[config.mk]
export PLATFORM = sky130hd
export DESIGN_NAME = ext_spike_injector
export DESIGN_NICKNAME = d
export VERILOG_FILES = /design/src/rtl/inj_pkg.sv /design/src/rtl/inj_nibble_join.sv /design/src/rtl/inj_event_fifo.sv /design/src/rtl/inj_step_release.sv /design/src/rtl/inj_layer_mux.sv /design/src/rtl/ext_spike_injector.sv
export SDC_FILE = /design/constraint.sdc
export NUM_CORES = 1
export LEC_CHECK = 0
export ABC_AREA = 1
export BUFFER_PORTS_ARGS = -buffer_cell sky130_fd_sc_hd__buf_4
export CAP_MARGIN = 15
export CORE_AREA = 4 4 204 206
export DETAILED_ROUTE_END_ITERATION = 6
export DIE_AREA = 0 0 208 210
export PLACE_DENSITY = 0.57
export SLEW_MARGIN = 20
export SYNTH_ARGS = -nofsm -noshare
export SYNTH_HDL_FRONTEND = slang
export SYNTH_HIERARCHICAL = 1
export SYNTH_SLANG_ARGS = --single-unit
[constraint.sdc]
create_clock -name clk -period 4.4 [get_ports clk]
set_input_delay 0 -clock clk [delete_from_list [all_inputs] [get_ports clk]]
set_output_delay 0 -clock clk [all_outputs]
set_load 0.05 [all_outputs]
[src/rtl/inj_pkg.sv]
package inj_pkg;
  localparam int unsigned NIB_W = 4;
  localparam int unsigned EV_W  = 2 * NIB_W;
  typedef logic [EV_W-1:0] ev_word_t;
endpackage

[src/rtl/inj_nibble_join.sv]
module inj_nibble_join
  import inj_pkg::*;
(
  input  logic             clk,
  input  logic             rst_n,
  input  logic [NIB_W-1:0] nib_hi_i,
  input  logic [NIB_W-1:0] nib_lo_i,
  input  logic             nib_vld_i,
  output ev_word_t         word_o,
  output logic             word_vld_o
);

  ev_word_t word_q, word_n;
  logic     vld_q, vld_n;

  always_comb begin
    vld_n  = nib_vld_i;
    word_n = word_q;
    if (nib_vld_i) begin
      word_n = {nib_hi_i, nib_lo_i};
    end
  end

  always_ff @(posedge clk or negedge rst_n) begin
    if (!rst_n) begin
      word_q <= '0;
      vld_q  <= 1'b0;
    end else begin
      word_q <= word_n;
      vld_q  <= vld_n;
    end
  end

  assign word_o     = word_q;
  assign word_vld_o = vld_q;

endmodule

[src/rtl/inj_event_fifo.sv]
module inj_event_fifo
  import inj_pkg::*;
#(
  parameter int unsigned DEPTH = 8,
  localparam int unsigned AW = (DEPTH > 1) ? $clog2(DEPTH) : 1,
  localparam int unsigned CW = $clog2(DEPTH + 1)
) (
  input  logic          clk,
  input  logic          rst_n,
  input  logic          push_i,
  input  ev_word_t      data_i,
  input  logic          pop_i,
  output ev_word_t      head_o,
  output logic [CW-1:0] count_o,
  output logic          empty_o,
  output logic          ovf_o
);

  ev_word_t        mem_q [DEPTH];
  logic [AW-1:0]   wr_q, wr_n, rd_q, rd_n;
  logic [CW-1:0]   cnt_q, cnt_n;
  logic            ovf_q, ovf_n;
  logic            full, do_wr, do_rd;

  assign full  = (cnt_q == CW'(DEPTH));
  assign do_wr = push_i && !full;
  assign do_rd = pop_i && (cnt_q != '0);

  always_comb begin
    wr_n  = wr_q;
    rd_n  = rd_q;
    cnt_n = cnt_q;
    ovf_n = ovf_q;
    if (do_wr) begin
      wr_n = (wr_q == AW'(DEPTH - 1)) ? '0 : wr_q + 1'b1;
    end
    if (do_rd) begin
      rd_n = (rd_q == AW'(DEPTH - 1)) ? '0 : rd_q + 1'b1;
    end
    if (do_wr && !do_rd) begin
      cnt_n = cnt_q + 1'b1;
    end else if (do_rd && !do_wr) begin
      cnt_n = cnt_q - 1'b1;
    end
    if (push_i && full) begin
      ovf_n = 1'b1;
    end
  end

  always_ff @(posedge clk or negedge rst_n) begin
    if (!rst_n) begin
      wr_q  <= '0;
      rd_q  <= '0;
      cnt_q <= '0;
      ovf_q <= 1'b0;
    end else begin
      wr_q  <= wr_n;
      rd_q  <= rd_n;
      cnt_q <= cnt_n;
      ovf_q <= ovf_n;
    end
  end

  always_ff @(posedge clk) begin
    if (do_wr) begin
      mem_q[wr_q] <= data_i;
    end
  end

  assign head_o  = mem_q[rd_q];
  assign count_o = cnt_q;
  assign empty_o = (cnt_q == '0);
  assign ovf_o   = ovf_q;

  AST_FIFO_BOUND: assert property (@(posedge clk) disable iff (!rst_n)
    cnt_q <= CW'(DEPTH));
  AST_OVF_STICKY: assert property (@(posedge clk) disable iff (!rst_n)
    ovf_q |=> ovf_q);
  AST_FULL_DROP: assert property (@(posedge clk) disable iff (!rst_n)
    (full && push_i && !pop_i) |=> (cnt_q == CW'(DEPTH)) && ovf_q);

endmodule

[src/rtl/inj_step_release.sv]
module inj_step_release
  import inj_pkg::*;
#(
  parameter int unsigned NEURONS = 32,
  parameter int unsigned CW      = 4
) (
  input  logic               clk,
  input  logic               rst_n,
  input  logic               tick_i,
  input  logic [CW-1:0]      count_i,
  input  logic               empty_i,
  input  ev_word_t           head_i,
  output logic               pop_o,
  output logic [NEURONS-1:0] inj_o
);

  logic [CW-1:0]      pend_q, pend_n;
  logic [NEURONS-1:0] inj_q, inj_n;
  logic [NEURONS-1:0] hit;

  for (genvar g = 0; g < NEURONS; g++) begin : g_dec
    assign hit[g] = (head_i == ev_word_t'(g));
  end

  assign pop_o = !tick_i && (pend_q != '0) && !empty_i;

  always_comb begin
    pend_n = pend_q;
    inj_n  = inj_q;
    if (tick_i) begin
      pend_n = count_i;
      inj_n  = '0;
    end else if (pop_o) begin
      pend_n = pend_q - 1'b1;
      inj_n  = inj_q | hit;
    end
  end

  always_ff @(posedge clk or negedge rst_n) begin
    if (!rst_n) begin
      pend_q <= '0;
      inj_q  <= '0;
    end else begin
      pend_q <= pend_n;
      inj_q  <= inj_n;
    end
  end

  assign inj_o = inj_q;

  AST_PEND_IN_FIFO: assert property (@(posedge clk) disable iff (!rst_n)
    pend_q <= count_i);
  AST_TICK_CLEARS: assert property (@(posedge clk) disable iff (!rst_n)
    tick_i |=> (inj_q == '0));
  AST_IDLE_HOLDS: assert property (@(posedge clk) disable iff (!rst_n)
    (pend_q == '0 && !tick_i) |=> $stable(inj_q));

endmodule

[src/rtl/inj_layer_mux.sv]
module inj_layer_mux #(
  parameter int unsigned NEURONS = 32,
  parameter int unsigned LAYERS  = 8,
  parameter int unsigned LW      = 3
) (
  input  logic [LW-1:0]             sel_i,
  input  logic [NEURONS-1:0]        inj_i,
  input  logic [LAYERS*NEURONS-1:0] core_i,
  output logic [LAYERS*NEURONS-1:0] out_o
);

  for (genvar l = 0; l < LAYERS; l++) begin : g_layer
    assign out_o[l*NEURONS +: NEURONS] =
      (sel_i == LW'(l)) ? inj_i : core_i[l*NEURONS +: NEURONS];
  end

endmodule

[src/rtl/ext_spike_injector.sv]
module ext_spike_injector
  import inj_pkg::*;
#(
  parameter int unsigned NEURONS = 32,
  parameter int unsigned LAYERS  = 8,
  parameter int unsigned DEPTH   = 8,
  localparam int unsigned LAYER_W = (LAYERS > 1) ? $clog2(LAYERS) : 1,
  localparam int unsigned CNT_W   = $clog2(DEPTH + 1),
  localparam int unsigned OUT_W   = LAYERS * NEURONS
) (
  input  logic               clk,
  input  logic               rst_n,
  input  logic [NIB_W-1:0]   lane_hi,
  input  logic [NIB_W-1:0]   lane_lo,
  input  logic               lane_vld,
  input  logic               step_tick,
  input  logic [LAYER_W-1:0] layer_sel,
  input  logic [OUT_W-1:0]   core_spk,
  output logic [OUT_W-1:0]   spike_out,
  output logic               ovf_flag
);

  ev_word_t           word, head;
  logic               word_vld, pop, empty;
  logic [CNT_W-1:0]   count;
  logic [NEURONS-1:0] inj;

  inj_nibble_join u_join (
    .clk        (clk),
    .rst_n      (rst_n),
    .nib_hi_i   (lane_hi),
    .nib_lo_i   (lane_lo),
    .nib_vld_i  (lane_vld),
    .word_o     (word),
    .word_vld_o (word_vld)
  );

  inj_event_fifo #(.DEPTH(DEPTH)) u_fifo (
    .clk     (clk),
    .rst_n   (rst_n),
    .push_i  (word_vld),
    .data_i  (word),
    .pop_i   (pop),
    .head_o  (head),
    .count_o (count),
    .empty_o (empty),
    .ovf_o   (ovf_flag)
  );

  inj_step_release #(.NEURONS(NEURONS), .CW(CNT_W)) u_rel (
    .clk     (clk),
    .rst_n   (rst_n),
    .tick_i  (step_tick),
    .count_i (count),
    .empty_i (empty),
    .head_i  (head),
    .pop_o   (pop),
    .inj_o   (inj)
  );

  inj_layer_mux #(.NEURONS(NEURONS), .LAYERS(LAYERS), .LW(LAYER_W)) u_mux (
    .sel_i  (layer_sel),
    .inj_i  (inj),
    .core_i (core_spk),
    .out_o  (spike_out)
  );

  AST_CAPTURE_TO_QUEUE: assert property (@(posedge clk) disable iff (!rst_n)
    (word_vld && !pop && count < CNT_W'(DEPTH)) |=> (count == $past(count) + 1'b1));

endmodule

# Yosys cells after proc, flatten, opt, wreduce, memory -nomap -nowiden
# Memories as Yosys holds them, arrays and structs flattened.
# Index checks and enable logic that the tools add are counted.
[word_totals]
mem_count = 1
in_bits = 271
regBits = 56
ram_bits = 64
elab_cells = 93
[classes]
n_eq_ne = 41
add_sub_neg = 5
reduce_logical = 19
bitwise_logic = 1
muxes = 18
[memory_table]
columns = ["memory", "words", "width", "read_ports", "rd_clocked_by_memory_dff", "write_ports", "line", "rtl"]
rows = [
  ["u_fifo.mem_q", 8, 8, 1, 0, 1, "inj_event_fifo.sv:19", "ev_word_t mem_q [DEPTH];"],
]
[op_table]
columns = ["cell", "count"]
rows = [
  ["32-bit two-way mux", 10],
  ["8-bit by 5-bit equality test with 1-bit output, second input constant", 16],
  ["8-bit by 4-bit equality test with 1-bit output, second input constant", 8],
  ["8-bit by 3-bit equality test with 1-bit output, second input constant", 4],
  ["32-bit OR", 1],
  ["3-bit equality test, second input constant", 6],
  ["8-bit by 2-bit equality test with 1-bit output, second input constant", 2],
  ["4-bit two-way mux", 4],
  ["8-bit by 1-bit equality test with 1-bit output, second input constant", 1],
  ["8-bit zero test", 1],
  ["4-bit nonzero test", 2],
  ["4-bit by 1-bit subtractor with 4-bit output, second input constant", 2],
  ["1-bit logical AND", 7],
  ["3-bit by 1-bit adder with 3-bit output, second input constant", 2],
  ["3-bit by 2-bit equality test with 1-bit output, second input constant", 2],
  ["3-bit two-way mux", 2],
  ["1-bit zero test", 5],
  ["4-bit by 1-bit adder with 4-bit output, second input constant", 1],
  ["4-bit equality test, second input constant", 1],
  ["4-bit zero test", 1],
  ["2-bit nonzero test", 2],
  ["3-bit by 1-bit equality test with 1-bit output, second input constant", 1],
  ["3-bit zero test", 1],
  ["1-bit two-way mux", 2],
]

# Depth between registers and ports, before layout
[depth]
word_depth = 7
depth_mapped = 17
ltp_nobuf = 16

# Modules after synthesis
# The synthesis kept the hierarchy.
[by_module_without_submodules]
columns = ["module", "n_inst", "cells_each", "area_per_inst_um2", "seq_area_each_um2"]
rows = [
  ["inj_layer_mux", 1, 907, 4207.8, 0.0],
  ["inj_event_fifo", 1, 305, 3304.4, 2197.1],
  ["inj_step_release", 1, 256, 1861.8, 900.9],
  ["inj_nibble_join", 1, 35, 330.3, 225.2],
]

# Worst setup path before layout
# OpenSTA, ideal clock, no wires.
[synth_timing]
path_type = "register to register"
startpoint = "register u_fifo.cnt_q[0], in the netlist u_fifo/count_o[0]"
endpoint = "register u_fifo.cnt_q[3], in the netlist u_fifo/count_o[3]"
setup_time_ns = 0.117
path_buffers = 1
arrival_ns = 2.314
path_stages_with_launch = 17
t_required_ns = 4.283
slack_ns = 1.969
path_cell_list = "dfrtp_1 -> nor2_2 -> nand3_1 -> inv_1 -> nor2_4 -> inv_2 -> nor2_4 -> buf_6 -> nand2_1 -> ha_1 -> inv_1 -> ha_1 -> or2_2 -> nand2_1 -> nand2_1 -> nand3_1 -> nand2_1"
[synth_via]
elab_chain_len = 7
[synth_rtl]
columns = ["element", "line", "rtl"]
rows = [
  ["start, declared", "inj_event_fifo.sv:21", "logic [CW-1:0] cnt_q, cnt_n;"],
  ["start signal, assigned", "inj_event_fifo.sv:59", "cnt_q <= cnt_n;"],
  ["4-bit zero test *", "inj_event_fifo.sv:72", "assign empty_o = (cnt_q == '0);"],
  ["named net empty", "ext_spike_injector.sv:24", "logic word_vld, pop, empty;"],
  ["1-bit zero test *", "inj_step_release.sv:25", "assign pop_o = !tick_i && (pend_q != '0) && !empty_i;"],
  ["1-bit logical AND *", "inj_step_release.sv:25", ""],
  ["named net pop", "ext_spike_injector.sv:24", ""],
  ["1-bit logical AND *", "inj_event_fifo.sv:27", "assign do_rd = pop_i && (cnt_q != '0);"],
  ["1-bit zero test", "inj_event_fifo.sv:40", "if (do_wr && !do_rd) begin"],
  ["1-bit logical AND", "inj_event_fifo.sv:40", ""],
  ["4-bit two-way mux / 2-bit nonzero test (equally long branches)", "n/a", ""],
]
# The timed path passes the listed nets; every way through them passes the cells marked *. The select of a mux whose other input is x is not followed.
# A chain may end at the register's enable or synchronous reset.

# Final worst setup path
# Same ends and word-level chain as after synthesis.

==> results.json <==
{
  "post_dp_cell_area_um2": 13500,
  "drv_slew": 0,
  "clockBufferDepth": 2,
  "maxCapViolCount": 0,
  "drc": 0,
  "rsz0062_at_grt": "no",
  "status": "finished, final reports clean",
  "syn_nets": 1783,
  "powerDensity_nw_per_um2": 413,
  "dr.pass1.iters": 5,
  "grt_pass1_vias": 11238,
  "io_buffers": 527,
  "arrival_ns": 3.31,
  "hold_class": "in -> async",
  "ys_seq_elements": 120,
  "cts_tree": "yes",
  "min_period_ns": 3.01,
  "fin_skew_ns": 0.0122,
  "relSlewSlack": 0.393,
  "clk_latency_ns": 0.42,
  "drt_wl_total_um": 61900,
  "synth_area_um2": 9700,
  "antenna_found_initial": 4,
  "ioPinCount": 528,
  "setup_viol": 0,
  "gp_congestion": 0.976,
  "die_h_um": 210,
  "viasPerCell": 4.97,
  "end_kind": "flip-flop",
  "min_period_over_period": 0.684,
  "die_w_um": 208,
  "crit_fanout": 24,
  "cts_root_buffer": "clkbuf_16",
  "final_cell_area_um2": 14300,
  "groute.usage.overall": 0.264,
  "postRouteAntennaNets": 0,
  "core_area_um2": 39600,
  "max_freq_mhz": 332,
  "drtIter0Drc": 1240,
  "vias": 12236,
  "cp-start-kind": "flip-flop",
  "critPathKind": "reg -> reg",
  "syn_area_per_cell_um2": 6.46,
  "vdd_drop_max_uv": 440,
  "cts_buffers": 17,
  "overflow": 0,
  "clkSlewWorstSetupHoldPaths_ns": 0.05,
  "area_delta_synth_final_pct": 47.1,
  "power_leakage_nw": 7.37,
  "hpwl_um": 48100,
  "synthCells": 1503,
  "finalNetCount": 2204,
  "cts_resized": 0,
  "grt_pass1_wl_um": 84900,
  "clock-sinks": 120,
  "multi_input_area_um2": 5100,
  "drive_gt1_frac": 0.308,
  "yosys.cell_types.count": 31,
  "seqCellArea_um2": 3320,
  "nFillCells": 4300,
  "ys_seq_area_frac": 0.342,
  "post-cts-setup-buffers": 0,
  "initial_core_util": 0.245,
  "num_rows": 73,
  "hold_buffers": 11,
  "cts_max_level": 4,
  "post-route-util": 0.360,
  "tightest_slew_ns": 0.907,
  "routedWlPerCell_um": 25.1,
  "synth_warnings": 6,
  "final_hold_viol_count": 0,
  "fin_setup_tns_ns": 0,
  "required_ns": 4.71,
  "dieArea_um2": 43700,
  "grt_max_degree": 71
}
cell type report:
type                            count  share of cell area
Timing Repair Buffer              550               0.291
Tap cell                          525              0.0460
Multi-Input combinational cell   1134               0.357
Clock inverter                     12              0.0138
Sequential cell                   120               0.233
Antenna cell                        1            0.000175
Inverter                          101              0.0273
Clock buffer                       20              0.0313
cell usage after synthesis (all sizes together):
cell    instances  area, µm²
xnor2           3       26.3
nor3            1       5.00
nor2           73        294
nand3          80        433
clkbuf         34        163
inv           101        387
a21oi          21        105
buf           114        742
nand4         160       1000
o21ai          99        499
or2             2       12.5
nand2         685       2590
ha              8        100
o21bai          1       7.51
fa              1       20.0
dfrtp          56       1400
edfxtp         64       1920
where the power goes:
part / leakage, nW / switching (mW) / internal, mW
sequential: 1.32 / 0.231 / 1.37
clock: 0.312 / 0.501 / 1.02
combinational: 5.73 / 1.94 / 0.823
total: 7.37 / 2.68 / 3.21
flip-flops by register name (all words and copies together), names as in the netlist:
name	cells
u_fifo/count_o	4
u_fifo/mem_q	64
u_fifo/ovf_o	1
u_fifo/rd_q	3
u_fifo/wr_q	3
u_join/word_o	8
u_join/word_vld_o	1
u_rel/inj_o	32
u_rel/pend_q	4
critical path, stage by stage (launching register included):
cell and delay (ns):
dfrtp_1 0.49, nor2_2 0.08, nand3_1 0.14, inv_1 0.11, nor2_4 0.12, inv_2 0.05, nor2_4 0.45, nand2_1 0.23
ha_1 0.25, inv_1 0.13, ha_1 0.30, or2_2 0.31, nand2_1 0.07, nand2_1 0.05, nand3_1 0.07, nand2_1 0.05
path summary, 6_finish.rpt:
path	startpoint	endpoint	slack [ns]	cells past startpoint
max reg2reg	u_fifo/count_o[0]	u_fifo/count_o[3]	1.39	15
min reg2reg	u_fifo/ovf_o	u_fifo/ovf_o	0.48	1
max in group asynchronous	rst_n	u_rel/inj_o[1]	3.71	2
max	u_fifo/count_o[0]	u_fifo/count_o[3]	1.39	15
min	rst_n	u_join/word_o[3]	0.18	2
min in group clk	lane_vld	u_join/word_vld_o	0.31	2
cell families after synthesis:
kind of cell    count (synthesis)  share of synthesized area
flops                         120                      0.342
compound gates                121                     0.0630
buf+inv                       249                      0.133
simple gates                 1001                      0.446
fa+ha+maj                       9                     0.0124
xor+xnor                        3                    0.00271
metal layers:
metal	track usage	share of wire
met5	0	0.00050
met4	0.0652	0.027
met3	0.144	0.13
met2	0.409	0.45
met1	0.322	0.39
metrics by stage:
step           hold WS [ns]  cells  power [mW]  worst slack (ns)
6_report              0.177   2463        5.89              1.39
5_1_grt               0.242   2463        6.20              1.18
4_1_cts               0.200   2462        5.89              1.43
3_5_place_dp          0.109   2419        4.35              1.44
3_3_place_gp          0.100   2419        4.33              1.52
2_1_floorplan        -0.296   1503        3.48              1.97
cells in the final DEF (no fill, tap or decap), types with 3 or more instances in the layout:
master,netlist,layout
inv_1,94,92
dlygate4sd3_1,0,11
nor2_1,69,68
buf_4,23,539
o21ai_0,31,31
o21ai_1,67,67
nand3_2,4,5
ha_1,8,8
edfxtp_1,64,64
nand3_1,75,74
bufinv_16,0,5
xnor2_1,3,3
a21oi_1,21,21
dfrtp_1,56,56
nand2_2,6,6
inv_2,6,7
nor2_4,2,3
nand4_1,160,160
clkbuf_16,0,17
nand2_1,679,679
Power figures use the tool's default switching activity.
